File: config.mk
export PLATFORM = sky130hd
export DESIGN_NAME = zp_seq_core
export DESIGN_NICKNAME = d
export VERILOG_FILES = /design/src/rtl/zp_seq_pkg.sv /design/src/rtl/zp_decode.sv /design/src/rtl/zp_datapath.sv /design/src/rtl/zp_seq_core.sv
export SDC_FILE = /design/constraint.sdc
export NUM_CORES = 1
export LEC_CHECK = 0
export CAP_MARGIN = 40
export CORE_UTILIZATION = 46
export DETAILED_ROUTE_END_ITERATION = 10
export PLACE_DENSITY = 0.75
export SYNTH_ARGS = -nofsm -noshare
export SYNTH_HDL_FRONTEND = slang
export SYNTH_SLANG_ARGS = --single-unit
File: constraint.sdc
create_clock -name clk -period 1.5 [get_ports clk]
set_input_delay 0.225 -clock clk [delete_from_list [all_inputs] [get_ports clk]]
set_output_delay 0.225 -clock clk [all_outputs]
set_load 0.03 [all_outputs]
File: src/rtl/zp_seq_pkg.sv
package zp_seq_pkg;

    localparam int DATA_W = 8;
    localparam int ADDR_W = 16;
    localparam int TIM_W  = 3;

    localparam logic [7:0] OPC_LOAD  = 8'hA5;
    localparam logic [7:0] OPC_STORE = 8'h85;

    // timing states of the bus sequencer
    typedef enum logic [TIM_W-1:0] {
        TS_FETCH = 3'd0,
        TS_OPER  = 3'd1,
        TS_EXEC  = 3'd2
    } tstate_e;

    // strobes produced by the decode network for one cycle
    typedef struct packed {
        logic    ir_ld;
        logic    pc_inc;
        logic    zp_ld;
        logic    din_ld;
        logic    acc_from_din;
        logic    mem_wr;
        logic    addr_zp;
        tstate_e next_ts;
    } ctrl_s;

    function automatic logic is_load(input logic [7:0] op);
        return op == OPC_LOAD;
    endfunction

    function automatic logic is_store(input logic [7:0] op);
        return op == OPC_STORE;
    endfunction

    function automatic logic takes_operand(input logic [7:0] op);
        return is_load(op) || is_store(op);
    endfunction

endpackage

File: src/rtl/zp_decode.sv
module zp_decode
    import zp_seq_pkg::*;
(
    input  tstate_e    ts,
    input  logic [7:0] ir,
    output ctrl_s      ctl
);

    // Mealy network: strobes and next timing state from (ir, ts)
    always_comb begin
        ctl         = '0;
        ctl.next_ts = TS_FETCH;
        case (ts)
            TS_FETCH: begin
                // ir still holds the previous opcode here: finish a load
                ctl.ir_ld        = 1'b1;
                ctl.pc_inc       = 1'b1;
                ctl.acc_from_din = is_load(ir);
                ctl.next_ts      = TS_OPER;
            end
            TS_OPER: begin
                if (takes_operand(ir)) begin
                    ctl.zp_ld   = 1'b1;
                    ctl.pc_inc  = 1'b1;
                    ctl.next_ts = TS_EXEC;
                end
            end
            TS_EXEC: begin
                ctl.addr_zp = 1'b1;
                ctl.din_ld  = is_load(ir);
                ctl.mem_wr  = is_store(ir);
            end
            default: ctl.next_ts = TS_FETCH;
        endcase
    end

endmodule

File: src/rtl/zp_datapath.sv
module zp_datapath
    import zp_seq_pkg::*;
#(
    parameter int AW = ADDR_W,
    parameter int DW = DATA_W
) (
    input  logic          clk,
    input  logic          rst,
    input  ctrl_s         ctl,
    input  logic [DW-1:0] rdata,
    output logic [7:0]    ir,
    output logic [AW-1:0] addr,
    output logic [DW-1:0] wdata,
    output logic [DW-1:0] acc
);

    localparam int HI_W = AW - DW;

    logic [7:0]    ir_q;
    logic [AW-1:0] pc_q;
    logic [DW-1:0] zp_q;
    logic [DW-1:0] din_q;
    logic [DW-1:0] acc_q;

    always_ff @(posedge clk) begin
        if (rst) begin
            ir_q  <= '0;
            pc_q  <= '0;
            zp_q  <= '0;
            din_q <= '0;
            acc_q <= '0;
        end else begin
            if (ctl.ir_ld)        ir_q  <= rdata[7:0];
            if (ctl.pc_inc)       pc_q  <= pc_q + AW'(1);
            if (ctl.zp_ld)        zp_q  <= rdata;
            if (ctl.din_ld)       din_q <= rdata;
            if (ctl.acc_from_din) acc_q <= din_q;
        end
    end

    // zero-page cycles force the high address byte to zero
    assign addr  = ctl.addr_zp ? {{HI_W{1'b0}}, zp_q} : pc_q;
    assign wdata = acc_q;
    assign ir    = ir_q;
    assign acc   = acc_q;

    assert_din_capture_R4: assert property (@(posedge clk) disable iff (rst)
        ctl.din_ld |=> (din_q == $past(rdata)));

    assert_acc_hold_R5: assert property (@(posedge clk) disable iff (rst)
        !ctl.acc_from_din |=> $stable(acc_q));

endmodule

File: src/rtl/zp_seq_core.sv
module zp_seq_core
    import zp_seq_pkg::*;
#(
    parameter int AW = ADDR_W,
    parameter int DW = DATA_W
) (
    input  logic          clk,
    input  logic          rst,
    output logic [AW-1:0] mem_addr,
    input  logic [DW-1:0] mem_rdata,
    output logic [DW-1:0] mem_wdata,
    output logic          mem_we,
    output logic [DW-1:0] acc_out
);

    tstate_e    ts_q;
    ctrl_s      ctl;
    logic [7:0] ir;

    // timing counter, advanced by the decode's own next-state choice
    always_ff @(posedge clk) begin
        if (rst) ts_q <= TS_FETCH;
        else     ts_q <= ctl.next_ts;
    end

    zp_decode u_dec (
        .ts  (ts_q),
        .ir  (ir),
        .ctl (ctl)
    );

    zp_datapath #(.AW(AW), .DW(DW)) u_dp (
        .clk   (clk),
        .rst   (rst),
        .ctl   (ctl),
        .rdata (mem_rdata),
        .ir    (ir),
        .addr  (mem_addr),
        .wdata (mem_wdata),
        .acc   (acc_out)
    );

    assign mem_we = ctl.mem_wr;

    assert_ts_legal_R1: assert property (@(posedge clk) disable iff (rst)
        (ts_q == TS_FETCH) || (ts_q == TS_OPER) || (ts_q == TS_EXEC));

    assert_fetch_step_R2: assert property (@(posedge clk) disable iff (rst)
        (ts_q == TS_FETCH) |=> (mem_addr == $past(mem_addr) + AW'(1)));

    assert_zp_high_R4: assert property (@(posedge clk) disable iff (rst)
        (ts_q == TS_EXEC) |-> (mem_addr[AW-1:DW] == '0));

    assert_we_exec_R8: assert property (@(posedge clk) disable iff (rst)
        mem_we |-> (ts_q == TS_EXEC));

    assert_we_once_R6: assert property (@(posedge clk) disable iff (rst)
        mem_we |=> (!mem_we && ts_q == TS_FETCH));

    assert_nop_len_R7: assert property (@(posedge clk) disable iff (rst)
        (ts_q == TS_OPER && !takes_operand(ir)) |=> (ts_q == TS_FETCH));

endmodule

[Yosys cells after proc, flatten, opt, wreduce, memory -nomap -nowiden]
Cells that the tools add are included.
W data, S select, Z words.
Storage, ports and cells
  bits in registers: 51
  bits of input ports: 10
  output and inout bits: 33
  logic and storage cells: 23
Cells by class
  $add $sub $neg: 1
  eq/ne operators: 4
  muxes and demuxes: 10
  reductions and logical operators: 2
Operator list (count)
  $add A16 B1 Y16 const B: 1
  $eq A8 B8 Y1 const B: 2
  $mux W16: 1
  $mux W2: 3
  $pmux W3 S2: 1
  $mux W1: 4
  $eq A3 B1 Y1 const B: 1
  $eq A3 B2 Y1 const B: 1
  $logic_not A3 Y1: 1
  $pmux W1 S2: 1
  $logic_or A1 B1 Y1: 1

[Longest topological paths before layout]
Gate-level depths: netlist of the first run.
  depth after elaboration: 4
  gate-level depth with buffers: 7
  depth with buffers taken out: 4

[Hierarchy]
From an unflattened synthesis of the first run, not the netlist that was laid out.
Unflattened totals
  cells, all modules: 235
  area, all modules: 2292.2 µm²
Modules (own cells, without submodules)
  zp_datapath: times used 1, cells an instance 214, area each 2083.2 µm², sequential area each 960.9 µm²
  zp_decode: times used 1, cells an instance 15, area each 130.1 µm², sequential area each 0.0 µm²
  zp_seq_core: times used 1, cells an instance 6, area each 78.8 µm², sequential area each 60.1 µm²

[Worst setup path after synthesis of the first run]
OpenSTA, ideal clock, no wires.
  kind: register to output
  from: register ts_q[0]
  to: output mem_we
  arrival time: 1.499 ns
  setup slack: -0.224 ns
  stages on the path, launching flop included: 5
  buffers on the path: 2
  cells stage by stage: dfxtp_1 > nand2b_1 > clkbuf_1 > clkbuf_1 > nor3_1
Between the ends
  word-level cells in the longest chain between the ends: 2
RTL lines
  start, declared: line zp_seq_core.sv:16  | tstate_e ts_q;
  start signal, assigned: line zp_seq_core.sv:23  | else ts_q <= ctl.next_ts;
  $eq A3 B2 Y1: line zp_decode.sv:13  | case (ts)
  $mux W2: line zp_decode.sv:13
  end, declared: line zp_seq_core.sv:12  | output logic mem_we,
No other way between the ends.

[Worst setup path after layout of the first run]
  from: register u_dp.ir_q[6], in the netlist u_dp.ir[6]
  to: register u_dp.pc_q[8]
Between the ends
  word-level cells in the longest chain between the ends: 4
  elaborated cells between the ends (all ways): 5
RTL lines
  start, declared: line zp_datapath.sv:19  | logic [7:0] ir_q;
  start signal, assigned: line zp_datapath.sv:33  | if (ctl.ir_ld) ir_q <= rdata[7:0];
  $eq A8 B8 Y1, on equally long branches: line zp_seq_pkg.sv:30, zp_seq_pkg.sv:34
  $logic_or A1 B1 Y1 (*): line zp_seq_pkg.sv:38  | return is_load(op) || is_store(op);
  $mux W2 (*): line zp_decode.sv:22  | if (takes_operand(ir)) begin
  $pmux W1 S2 (*): line zp_decode.sv:13
  end signal, assigned: line zp_datapath.sv:34  | if (ctl.pc_inc) pc_q <= pc_q + AW'(1);
  end, declared: line zp_datapath.sv:20  | logic [AW-1:0] pc_q;
Every way passes the cells marked *; elsewhere a longest branch is shown, timed or not.
A chain may end at the register's enable or synchronous reset.

==> impl_metrics.env, run 1 <==
export IMPL_net_switching_power_w=0.000595
export IMPL_min_delay_path_class="reg2reg"
export IMPL_switching_share=0.232
export IMPL_dominant_combinational_cell_family_by_area_after_synthesis="simple AND/OR/NAND/NOR gates"
export IMPL_synth_seq_area_share=0.456
export IMPL_ant_nets=0
export IMPL_synth_area_leader_cell="sky130_fd_sc_hd__dfxtp_1"
export IMPL_asyncSetResetFlopFracSynth=0
export IMPL_synth_ff_type="sky130_fd_sc_hd__dfxtp_1"
export IMPL_route_vias_total=1925
export IMPL_io_buffers=42
export IMPL_tritoncts_buffers=5
export IMPL_synthAdderAreaFrac=0.00570
export IMPL_gpl_final_weighted_congestion=0.759
export IMPL_synth_area_top_cells="sky130_fd_sc_hd__dfxtp_1 46%, sky130_fd_sc_hd__mux2i_1 11%, sky130_fd_sc_hd__a21oi_1 5.0%, sky130_fd_sc_hd__nor2_1 4.8%, sky130_fd_sc_hd__mux2_2 4.1%"
export IMPL_synth_enable_flop_cells=0
export IMPL_route_detailed_drc=0
export IMPL_cts_htree_levels=2
export IMPL_crit_chain="nor4b_4 -> buf_4 -> a31oi_4 -> buf_12 -> or4_1 -> a21oi_1"
export IMPL_power_share_sequential=0.536
export IMPL_internal_power_w=0.00197
export IMPL_grt_start_max_net_pins=51
export IMPL_post_synth_xor_area_fraction=0.00399
export IMPL_post_drt_via_cell_ratio=5.47
export IMPL_post_layout_net_count=310
export IMPL_drv_slew=0
export IMPL_dr_first_iter_drc_count=160
export IMPL_synth_compound_area_frac=0.0918
export IMPL_timing_critical_path_required_ps=1740
export IMPL_cts_hold_fix_bufs=0
export IMPL_power_per_cell_area_nw_per_um2=828
export IMPL_drive_above_1_share=0.297
export IMPL_critPathMaxFanout=15
export IMPL_synthesis_instances=243
export IMPL_ir_drop_v=0.000625
export IMPL_synth_fp_nets=254
export IMPL_dp_worst_setup_slack_ps=-240
export IMPL_critical_path_max_stage_delay_ps=490
export IMPL_wirelength_mm=5.35
export IMPL_cp_slowest_cell="sky130_fd_sc_hd__or4_1"
export IMPL_part_of_the_power_in_the_clock_network=0.364
export IMPL_cell_leakage_power_nw=1.39
export IMPL_core_area_um2=4470
export IMPL_ff2ff_path_depth=6
export IMPL_grt_pass1_vias=1685
export IMPL_number_of_antenna_violations_at_the_first_check_in_global_routing=0
export IMPL_cts_tree="built"
export IMPL_die_h_um=71.1
export IMPL_final_core_density=0.692
export IMPL_ys_seq_elements=50
export IMPL_layout_area_overhead_vs_synth_pct=41.1
export IMPL_root_buffer="sky130_fd_sc_hd__clkbuf_8"
export IMPL_yosysMostFrequentCell="sky130_fd_sc_hd__dfxtp_1"
export IMPL_synth_cell_area_um2=2190
export IMPL_fin_ws_ps=-275
export IMPL_synth_yosys_warnings=0
export IMPL_numPlacedInstances=338
export IMPL_diodes=0
export IMPL_cp_data_arrival_time_ps=2010
export IMPL_clockBufferDepth=2
export IMPL_clkSinkCount=50
export IMPL_critPathCaptureType="flop"
export IMPL_final_instance_count_excl_fill=352
export IMPL_fin_crit_ps=1780
export IMPL_number_of_fill_cells=329
export IMPL_hold_violations=0
export IMPL_floorplan_initialDensity=0.490
export IMPL_violations="negative setup slack"
export IMPL_clock_tree_skew_after_final_layout_ps=5.69
export IMPL_total_power_w=0.00256
export IMPL_timing_hold_worst_path_depth=2
export IMPL_worst_skew_pair_later_pin_latency_ps=300
export IMPL_slew_headroom=0.787
export IMPL_setup_violations=54
export IMPL_clk_transition_reported_paths_ps=90
export IMPL_synth_cell_type_count=29
export IMPL_yosys_area_top_type_share=0.456
export IMPL_post_synth_cell_area_avg_um2=9.03
export IMPL_grt_remaining_overflow=0
export IMPL_tightestPinTransition_ps=320
export IMPL_routedWlPerCell_um=15.2
export IMPL_chipWidth_um=71.1
export IMPL_boundaryPins=43
export IMPL_comb_power_share=0.100
export IMPL_fin_crit_sh=1.18
export IMPL_hold_worst_slack_ps=469
export IMPL_num_rows=24
export IMPL_timing_critical_path_from_type="flop"
export IMPL_die_area_um2=5050
export IMPL_multiplexer_share_of_the_synthesized_area=0.155
export IMPL_status="complete, but fails checks"
export IMPL_dp_final_hpwl_mm=3.32
export IMPL_setup_repair_after_global_routing_missed_its_margin="yes"
export IMPL_post_synth_most_frequent_cells="50 x sky130_fd_sc_hd__dfxtp_1, 28 x sky130_fd_sc_hd__nor2_1, 25 x sky130_fd_sc_hd__mux2i_1"
export IMPL_synthSimpleGateAreaFrac=0.227
export IMPL_drv_cap=0
export IMPL_drt_pre_antenna_iters=6
export IMPL_achievable_frequency_mhz=563
export IMPL_worst_setup_path_type="reg2reg"
export IMPL_gr_usage_all_layers=0.202
export IMPL_grt_pass1_wl_mm=7.98
## cells in the final DEF (no fill, tap or decap), drive strengths merged, types with 2 or more instances in the layout
cell and n:
nor2b 2, clkdlybuf4s50 9, nand2 22, or3 8, clkinv 2, nand3 6, a21oi 22, nand4 4
mux2 8, dlygate4sd2 16, inv 2, mux2i 25, o21ai 8, and2 9, clkbuf 6, buf 47
and4 4, or4 6, o31ai 6, nor2 28, dfxtp 50
## metrics by stage
step,instance area [µm²],TNS [ps]
6_report,3090,-4870
2_1_floorplan,2210,-370
4_1_cts,3000,-3060
3_3_place_gp,2760,-2440
3_5_place_dp,2760,-2530
5_1_grt,3090,-8400
## critical path: cells and delay by family, from the launching register on
kind | cells | cell delay [ps]
buf+inv | 2 | 330
compound gates | 2 | 250
simple gates | 2 | 780
flops | 1 | 340
## routing by layer
layer / vias to the layer above / wire [µm] / part of all wire / track usage
met1: 914 / 2390 / 0.45 / 0.269
li1: 950 / - / - / -
met3: 6 / 311 / 0.058 / 0.0399
met4: 0 / 69 / 0.013 / 0.0667
met5: - / 0 / 0 / 0
met2: 55 / 2570 / 0.48 / 0.329
## timing repair
action / in CTS / in global routing
pin swaps: 4 / 19
buffers inserted: 1 / 4
resized for setup: 110 / 17
setup endpoints to repair: 55 / 58
gates cloned: 0 / 1
## flip-flops by register name, indices dropped and copies added (netlist names)
register and flops:
u_dp.acc 8, u_dp.pc_q 16, ts_q 2, u_dp.ir 8
u_dp.din_q 8, u_dp.zp_q 8
## cells by family after synthesis
group | count (synthesis)
xor+xnor | 1
buf+inv | 26
compound gates | 37
mux | 33
simple gates | 95
flops | 50
fa+ha+maj | 1
## power by group through the flow
stage,clock network [W],logic (W),registers (W)
after global routing,0.000994,0.000275,0.00138
after detailed placement,0,0.000211,0.00140
final,0.000932,0.000257,0.00137
after CTS,0.000956,0.000226,0.00137
after floorplan,0,0.000112,0.00140
after global placement,0,0.000207,0.00140
## layout make-up
cell class / instances / area [µm²] / share of cell area
Multi-Input combinational cell: 167 / 1170 / 0.379
Sequential cell: 50 / 1000 / 0.325
Inverter: 2 / 7.51 / 0.00243
Tap cell: 52 / 65.1 / 0.0210
Clock inverter: 3 / 40.0 / 0.0129
Timing Repair Buffer: 73 / 734 / 0.237
Clock buffer: 5 / 68.8 / 0.0222
## final timing paths
check / endpoint / start / slack, ps
setup / recovery: u_dp.pc_q[8] / u_dp.ir[6] / -280
hold / removal: u_dp.ir[1] / u_dp.ir[1] / 470
setup reg to reg: u_dp.pc_q[8] / u_dp.ir[6] / -280
hold reg to reg: u_dp.ir[1] / u_dp.ir[1] / 470
No activity file was read; power rests on OpenSTA's default activity.
==> inputs of run 2 (changes only) <==
CORE_UTILIZATION = 41   (was 46)
PLACE_DENSITY = 0.68   (was 0.75)
==> run 2 against run 1 <==
Compared with the run above:
- the run still ends with negative setup slack left
- worst hold slack worse by 9.0 ps
- cell count is 4.3% higher
- clock power is 19% lower
- sequential share of layout area is 0.51 points higher
- critical path depth is 1 lower
- first-iteration DRC count is 49% lower
- register-to-register slack better by 95 ps
- highest routed layer unchanged
- routed wire length is 6.8% lower
- global-route usage is 1.4 points lower
- clock skew hardly changed
- largest cell class unchanged
- clock-buffer cell count stayed put
==> impl_metrics.env, run 2 (synthesis results as in run 1) <==
export IMPL_fin_ws_ps=-211
export IMPL_boundaryPins=43
export IMPL_cell_leakage_power_nw=1.36
export IMPL_critPathCaptureType="output port"
export IMPL_min_delay_path_class="reg2reg"
export IMPL_critical_path_max_stage_delay_ps=340
export IMPL_setup_violations=56
export IMPL_cp_startpoint="u_dp.ir[6]"
export IMPL_timing_critical_path_required_ps=1270
export IMPL_cts_tree="built"
export IMPL_post_drt_via_cell_ratio=5.02
export IMPL_route_vias_total=1842
export IMPL_worst_setup_path_type="reg2out"
export IMPL_number_of_antenna_violations_at_the_first_check_in_global_routing=0
export IMPL_gpl_final_weighted_congestion=0.770
export IMPL_grt_remaining_overflow=0
export IMPL_grt_pass1_vias=1693
export IMPL_route_detailed_drc=0
export IMPL_numPlacedInstances=358
export IMPL_power_per_cell_area_nw_per_um2=774
export IMPL_fin_crit_sh=1.14
export IMPL_clk_transition_reported_paths_ps=90
export IMPL_worst_skew_pair_later_pin_latency_ps=310
export IMPL_clock_tree_skew_after_final_layout_ps=5.66
export IMPL_switching_share=0.246
export IMPL_io_buffers=42
export IMPL_largest_register_ff_count=16
export IMPL_setup_repair_after_global_routing_missed_its_margin="yes"
export IMPL_cp_data_arrival_time_ps=1490
export IMPL_internal_power_w=0.00178
export IMPL_floorplan_initialDensity=0.427
export IMPL_clockBufferDepth=2
export IMPL_grt_start_max_net_pins=51
export IMPL_post_layout_net_count=308
export IMPL_dp_worst_setup_slack_ps=-266
export IMPL_drive_above_1_share=0.296
export IMPL_path_buf_inv=2
export IMPL_totalNegativeSetupSlack_ps=-5050
export IMPL_num_rows=26
export IMPL_fin_crit_ps=1710
export IMPL_clkSinkCount=50
export IMPL_core_area_um2=5140
export IMPL_comb_power_share=0.097
export IMPL_critical_path_s_most_frequent_cell="sky130_fd_sc_hd__buf_4"
export IMPL_diodes=0
export IMPL_die_area_um2=5650
export IMPL_wirelength_mm=4.99
export IMPL_cts_htree_levels=2
export IMPL_layout_area_overhead_vs_synth_pct=39.2
export IMPL_ant_nets=0
export IMPL_tritoncts_buffers=5
export IMPL_achievable_frequency_mhz=585
export IMPL_routedWlPerCell_um=13.6
export IMPL_net_switching_power_w=0.000581
export IMPL_gr_usage_all_layers=0.188
export IMPL_min_delay_start="u_dp.ir[1]"
export IMPL_reg2reg_from="u_dp.ir[6]"
export IMPL_part_of_the_power_in_the_clock_network=0.321
export IMPL_multi_input_comb_area_um2=1160
export IMPL_dp_final_hpwl_mm=3.29
export IMPL_slew_headroom=0.793
export IMPL_hold_worst_slack_ps=461
export IMPL_drv_cap=0
export IMPL_timing_critical_path_from_type="flop"
export IMPL_violations="negative setup slack"
export IMPL_ff_latch_area_um2=1010
export IMPL_status="complete, but fails checks"
export IMPL_grt_pass1_wl_mm=7.92
export IMPL_root_buffer="sky130_fd_sc_hd__clkbuf_8"
export IMPL_chipWidth_um=75.1
export IMPL_hold_violations=0
export IMPL_ir_drop_v=0.000538
export IMPL_number_of_fill_cells=467
export IMPL_power_share_sequential=0.581
export IMPL_drt_pre_antenna_iters=4
export IMPL_final_instance_count_excl_fill=367
export IMPL_critPathMaxFanout=2
export IMPL_drv_slew=0
export IMPL_max_flop_register="u_dp.pc_q"
export IMPL_layout_cells_most_common="sky130_fd_sc_hd__dfxtp_1"
export IMPL_cp_slowest_cell="sky130_fd_sc_hd__dfxtp_2"
export IMPL_die_h_um=75.1
export IMPL_dr_first_iter_drc_count=82
export IMPL_tightestPinTransition_ps=309
export IMPL_crit_chain="nor4b_4 -> buf_4 -> nand2_2 -> nor3_2 -> buf_4"
export IMPL_cts_hold_fix_bufs=0
export IMPL_most_common_layout_cells="45 x sky130_fd_sc_hd__dfxtp_1, 27 x sky130_fd_sc_hd__nor2_1, 24 x sky130_fd_sc_hd__mux2i_1, 24 x sky130_fd_sc_hd__buf_6, 21 x sky130_fd_sc_hd__nand2_1"
export IMPL_critPathTopFamily="simple AND/OR/NAND/NOR gates"
==> run 2: changes by cell type in the layout (fill, tap and decap cells not counted), moves of 2 or more <==
cell	previous run	this run
sky130_fd_sc_hd__clkinv_2	2	0
sky130_fd_sc_hd__clkinvlp_4	0	2
sky130_fd_sc_hd__dfxtp_1	47	45
sky130_fd_sc_hd__dfxtp_2	3	5
sky130_fd_sc_hd__o21ai_0	1	8
sky130_fd_sc_hd__o21ai_1	7	0
==> run 2: per-layer routing <==
metal | track usage | wire [µm]
met4 | 0.0741 | 76
met1 | 0.248 | 2400
met3 | 0.0415 | 149
met5 | 0 | 0
met2 | 0.301 | 2370
==> run 2: through the flow <==
step / total power (W) / utilization / area (µm²)
6_report: 0.00236 / 0.594 / 3050
3_3_place_gp: 0.00161 / 0.547 / 2810
4_1_cts: 0.00239 / 0.589 / 3030
3_5_place_dp: 0.00161 / 0.547 / 2810
5_1_grt: 0.00248 / 0.594 / 3050
2_1_floorplan: 0.00151 / - / 2210
==> run 2: worst paths after layout <==
| check | end | slack (ps) | depth (start not counted) |
|---|---|---|---|
| worst min register to register | u_dp.ir[1] | 460 | 2 |
| worst min-delay path | u_dp.ir[1] | 460 | 2 |
| worst max register to register | u_dp.zp_q[7] | -180 | 7 |
| worst max-delay path | mem_we | -210 | 5 |
==> run 2: timing repair <==
item | 4_1_cts | 5_1_grt
gates resized for setup | 111 | 7
endpoints found under the hold margin | 0 | 0
setup endpoints to repair | 58 | 58
pin swaps | 4 | 5
buffers inserted | 2 | 0
gates cloned | 0 | 0
==> run 2: tightest hold or removal path, cell delays in order, from the launching register on <==
cell	delay [ps]
sky130_fd_sc_hd__dfxtp_2	320
sky130_fd_sc_hd__nand2_1	50
sky130_fd_sc_hd__a21oi_1	50
==> run 2: layout make-up <==
type | instances | area share
clock inverter | 2 | 0.00492
multi-input combinational | 167 | 0.381
tap | 70 | 0.0287
inverter | 2 | 0.00246
clock buffer | 5 | 0.0225
timing repair buffer | 71 | 0.230
sequential | 50 | 0.330
==> run 2: power groups by stage <==
stage / Clock [W] / Sequential, W / Combinational [W]
floorplan: 0 / 0.00140 / 0.000112
global placement: 0 / 0.00140 / 0.000207
detailed placement: 0 / 0.00140 / 0.000209
CTS: 0.000790 / 0.00137 / 0.000228
global route: 0.000846 / 0.00138 / 0.000250
finish: 0.000759 / 0.00137 / 0.000230
==> inputs of run 3 (changes only) <==
CORE_MARGIN = 2   (was not set)
==> run 3 against run 2 <==
Compared with the run above:
- non-clock buffer count is 4 higher
- die area is 5.4% higher
- global-route usage is 0.79 points lower
- sequential cell count stayed put
- final area is 2.3% higher
- critical endpoint unchanged
- combinational power is 2% higher
- total power is 3.7% higher
- via count is 3.1% higher
- worst hold slack better by 5.0 ps
- the run still ends with negative setup slack left
- clock power is 11% higher
- cell count is 1.6% higher
==> impl_metrics.env, run 3 (synthesis results as in run 1) <==
export IMPL_status="complete, but fails checks"
export IMPL_violations="negative setup slack"
export IMPL_dr_first_iter_drc_count=136
export IMPL_route_detailed_drc=0
export IMPL_wirelength_mm=5.21
export IMPL_grt_pass1_vias=1763
export IMPL_cts_htree_levels=2
export IMPL_tritoncts_buffers=5
export IMPL_root_buffer="sky130_fd_sc_hd__clkbuf_8"
export IMPL_clk_transition_reported_paths_ps=100
export IMPL_power_per_cell_area_nw_per_um2=784
export IMPL_min_delay_path_class="reg2reg"
export IMPL_min_delay_start="u_dp.ir[1]"
export IMPL_timing_rr_end="u_dp.zp_q[3]"
export IMPL_clock_tree_skew_after_final_layout_ps=6.21
export IMPL_fin_crit_sh=1.16
export IMPL_worst_skew_pair_later_pin_latency_ps=310
export IMPL_clkSinkCount=50
export IMPL_floorplan_initialDensity=0.427
export IMPL_timing_critical_path_from_type="flop"
export IMPL_max_flop_register="u_dp.pc_q"
export IMPL_drt_pre_antenna_iters=4
export IMPL_register_to_register_setup_slack_ps=-200
export IMPL_most_common_layout_cells="46 x sky130_fd_sc_hd__dfxtp_1, 27 x sky130_fd_sc_hd__nor2_1, 25 x sky130_fd_sc_hd__mux2i_1, 25 x sky130_fd_sc_hd__buf_6, 23 x sky130_fd_sc_hd__buf_4"
export IMPL_number_of_antenna_violations_at_the_first_check_in_global_routing=0
export IMPL_ff2ff_path_depth=7
export IMPL_critPathCaptureType="output port"
export IMPL_routedWlPerCell_um=14.0
export IMPL_layout_area_overhead_vs_synth_pct=42.5
export IMPL_cts_hold_fix_bufs=0
export IMPL_num_rows=26
export IMPL_largest_register_ff_count=16
export IMPL_cp_data_arrival_time_ps=1510
export IMPL_drv_slew=0
export IMPL_grt_remaining_overflow=0
export IMPL_dp_final_hpwl_mm=3.49
export IMPL_gr_usage_all_layers=0.180
export IMPL_critPathMaxFanout=2
export IMPL_route_vias_total=1900
export IMPL_fin_crit_ps=1740
export IMPL_ant_nets=0
export IMPL_setup_violations=48
export IMPL_post_drt_via_cell_ratio=5.09
export IMPL_core_area_um2=5140
export IMPL_die_area_um2=5950
export IMPL_boundaryPins=43
export IMPL_drive_above_1_share=0.317
export IMPL_fin_ws_ps=-238
export IMPL_slew_headroom=0.786
export IMPL_totalNegativeSetupSlack_ps=-6200
export IMPL_dp_worst_setup_slack_ps=-394
export IMPL_gpl_final_weighted_congestion=0.770
export IMPL_timing_critical_path_required_ps=1270
export IMPL_worst_setup_path_type="reg2out"
export IMPL_clockBufferDepth=2
export IMPL_grt_start_max_net_pins=51
export IMPL_grt_pass1_wl_mm=8.52
export IMPL_post_layout_net_count=313
export IMPL_ir_drop_v=0.000582
export IMPL_cell_leakage_power_nw=1.42
export IMPL_io_buffers=42
export IMPL_achievable_frequency_mhz=575
export IMPL_die_h_um=77.1
export IMPL_cts_tree="built"
export IMPL_drv_cap=0
export IMPL_diodes=0
export IMPL_tightestPinTransition_ps=323
export IMPL_hold_path_endpoint="u_dp.ir[1]"
export IMPL_chipWidth_um=77.1
export IMPL_setup_repair_after_global_routing_missed_its_margin="yes"
export IMPL_timing_hold_worst_path_depth=2
export IMPL_hold_violations=0
export IMPL_layout_cells_most_common="sky130_fd_sc_hd__dfxtp_1"
export IMPL_reg2reg_from="u_dp.ir[3]"
[run 3: through the flow]
| stage | utilization | power, W | hold WS [ps] | cell area (µm²) | cells |
|---|---|---|---|---|---|
| 6_report | 0.608 | 0.00245 | 465 | 3130 | 373 |
| 5_1_grt | 0.608 | 0.00254 | 495 | 3130 | 373 |
| 4_1_cts | 0.589 | 0.00247 | 465 | 3030 | 371 |
| 3_5_place_dp | 0.543 | 0.00161 | 451 | 2790 | 357 |
| 3_3_place_gp | 0.543 | 0.00161 | 443 | 2790 | 357 |
| 2_1_floorplan | - | 0.00151 | 353 | 2210 | 243 |
[run 3: worst max path at each step]
stage	endpoint	slack [ps]	depth (start not counted)	from
finish	mem_we	-240	5	u_dp.ir[3]
global route	mem_we	-320	5	u_dp.ir[3]
CTS	mem_we	-250	5	u_dp.ir[3]
detailed placement	mem_addr[5]	-390	3	ts_q[0]
global placement	mem_addr[1]	-360	3	ts_q[0]
floorplan	u_dp.pc_q[14]	-80	5	u_dp.ir[6]
[run 3: routing by layer]
metal	track usage	vias to the layer above	wire length [µm]
met3	0.0412	6	184
met2	0.309	39	2580
li1	-	957	-
met5	0	-	0
met1	0.223	898	2370
met4	0.0589	0	72
[run 3: area by class of cell]
type	instances	area [µm²]
flip-flops and latches	50	1010
inverters	2	7.51
fillers	455	2010
clock buffers	5	68.8
repair buffers	75	724
well taps	70	87.6
multi-input cells	168	1200
clock inverters	3	26.3
[run 3: repair_timing]
action	4_1_cts	5_1_grt
pin swaps	2	5
cloned	1	0
gates resized for setup	98	31
endpoints found under the setup margin	61	56
buffers inserted	5	3
[run 3: power breakdown]
group          leakage [nW]  switching [W]  internal, W
clock                0.0495       0.000493     0.000347
combinational         0.961       0.000124     0.000111
sequential            0.407      0.0000245      0.00135
total                  1.42       0.000641      0.00181
[run 3: critical path, stage by stage, from the launching register on]
cell	delay [ps]
sky130_fd_sc_hd__dfxtp_2	350
sky130_fd_sc_hd__nor4b_4	330
sky130_fd_sc_hd__buf_4	190
sky130_fd_sc_hd__nand2_4	50
sky130_fd_sc_hd__nor3_4	120
sky130_fd_sc_hd__buf_6	150
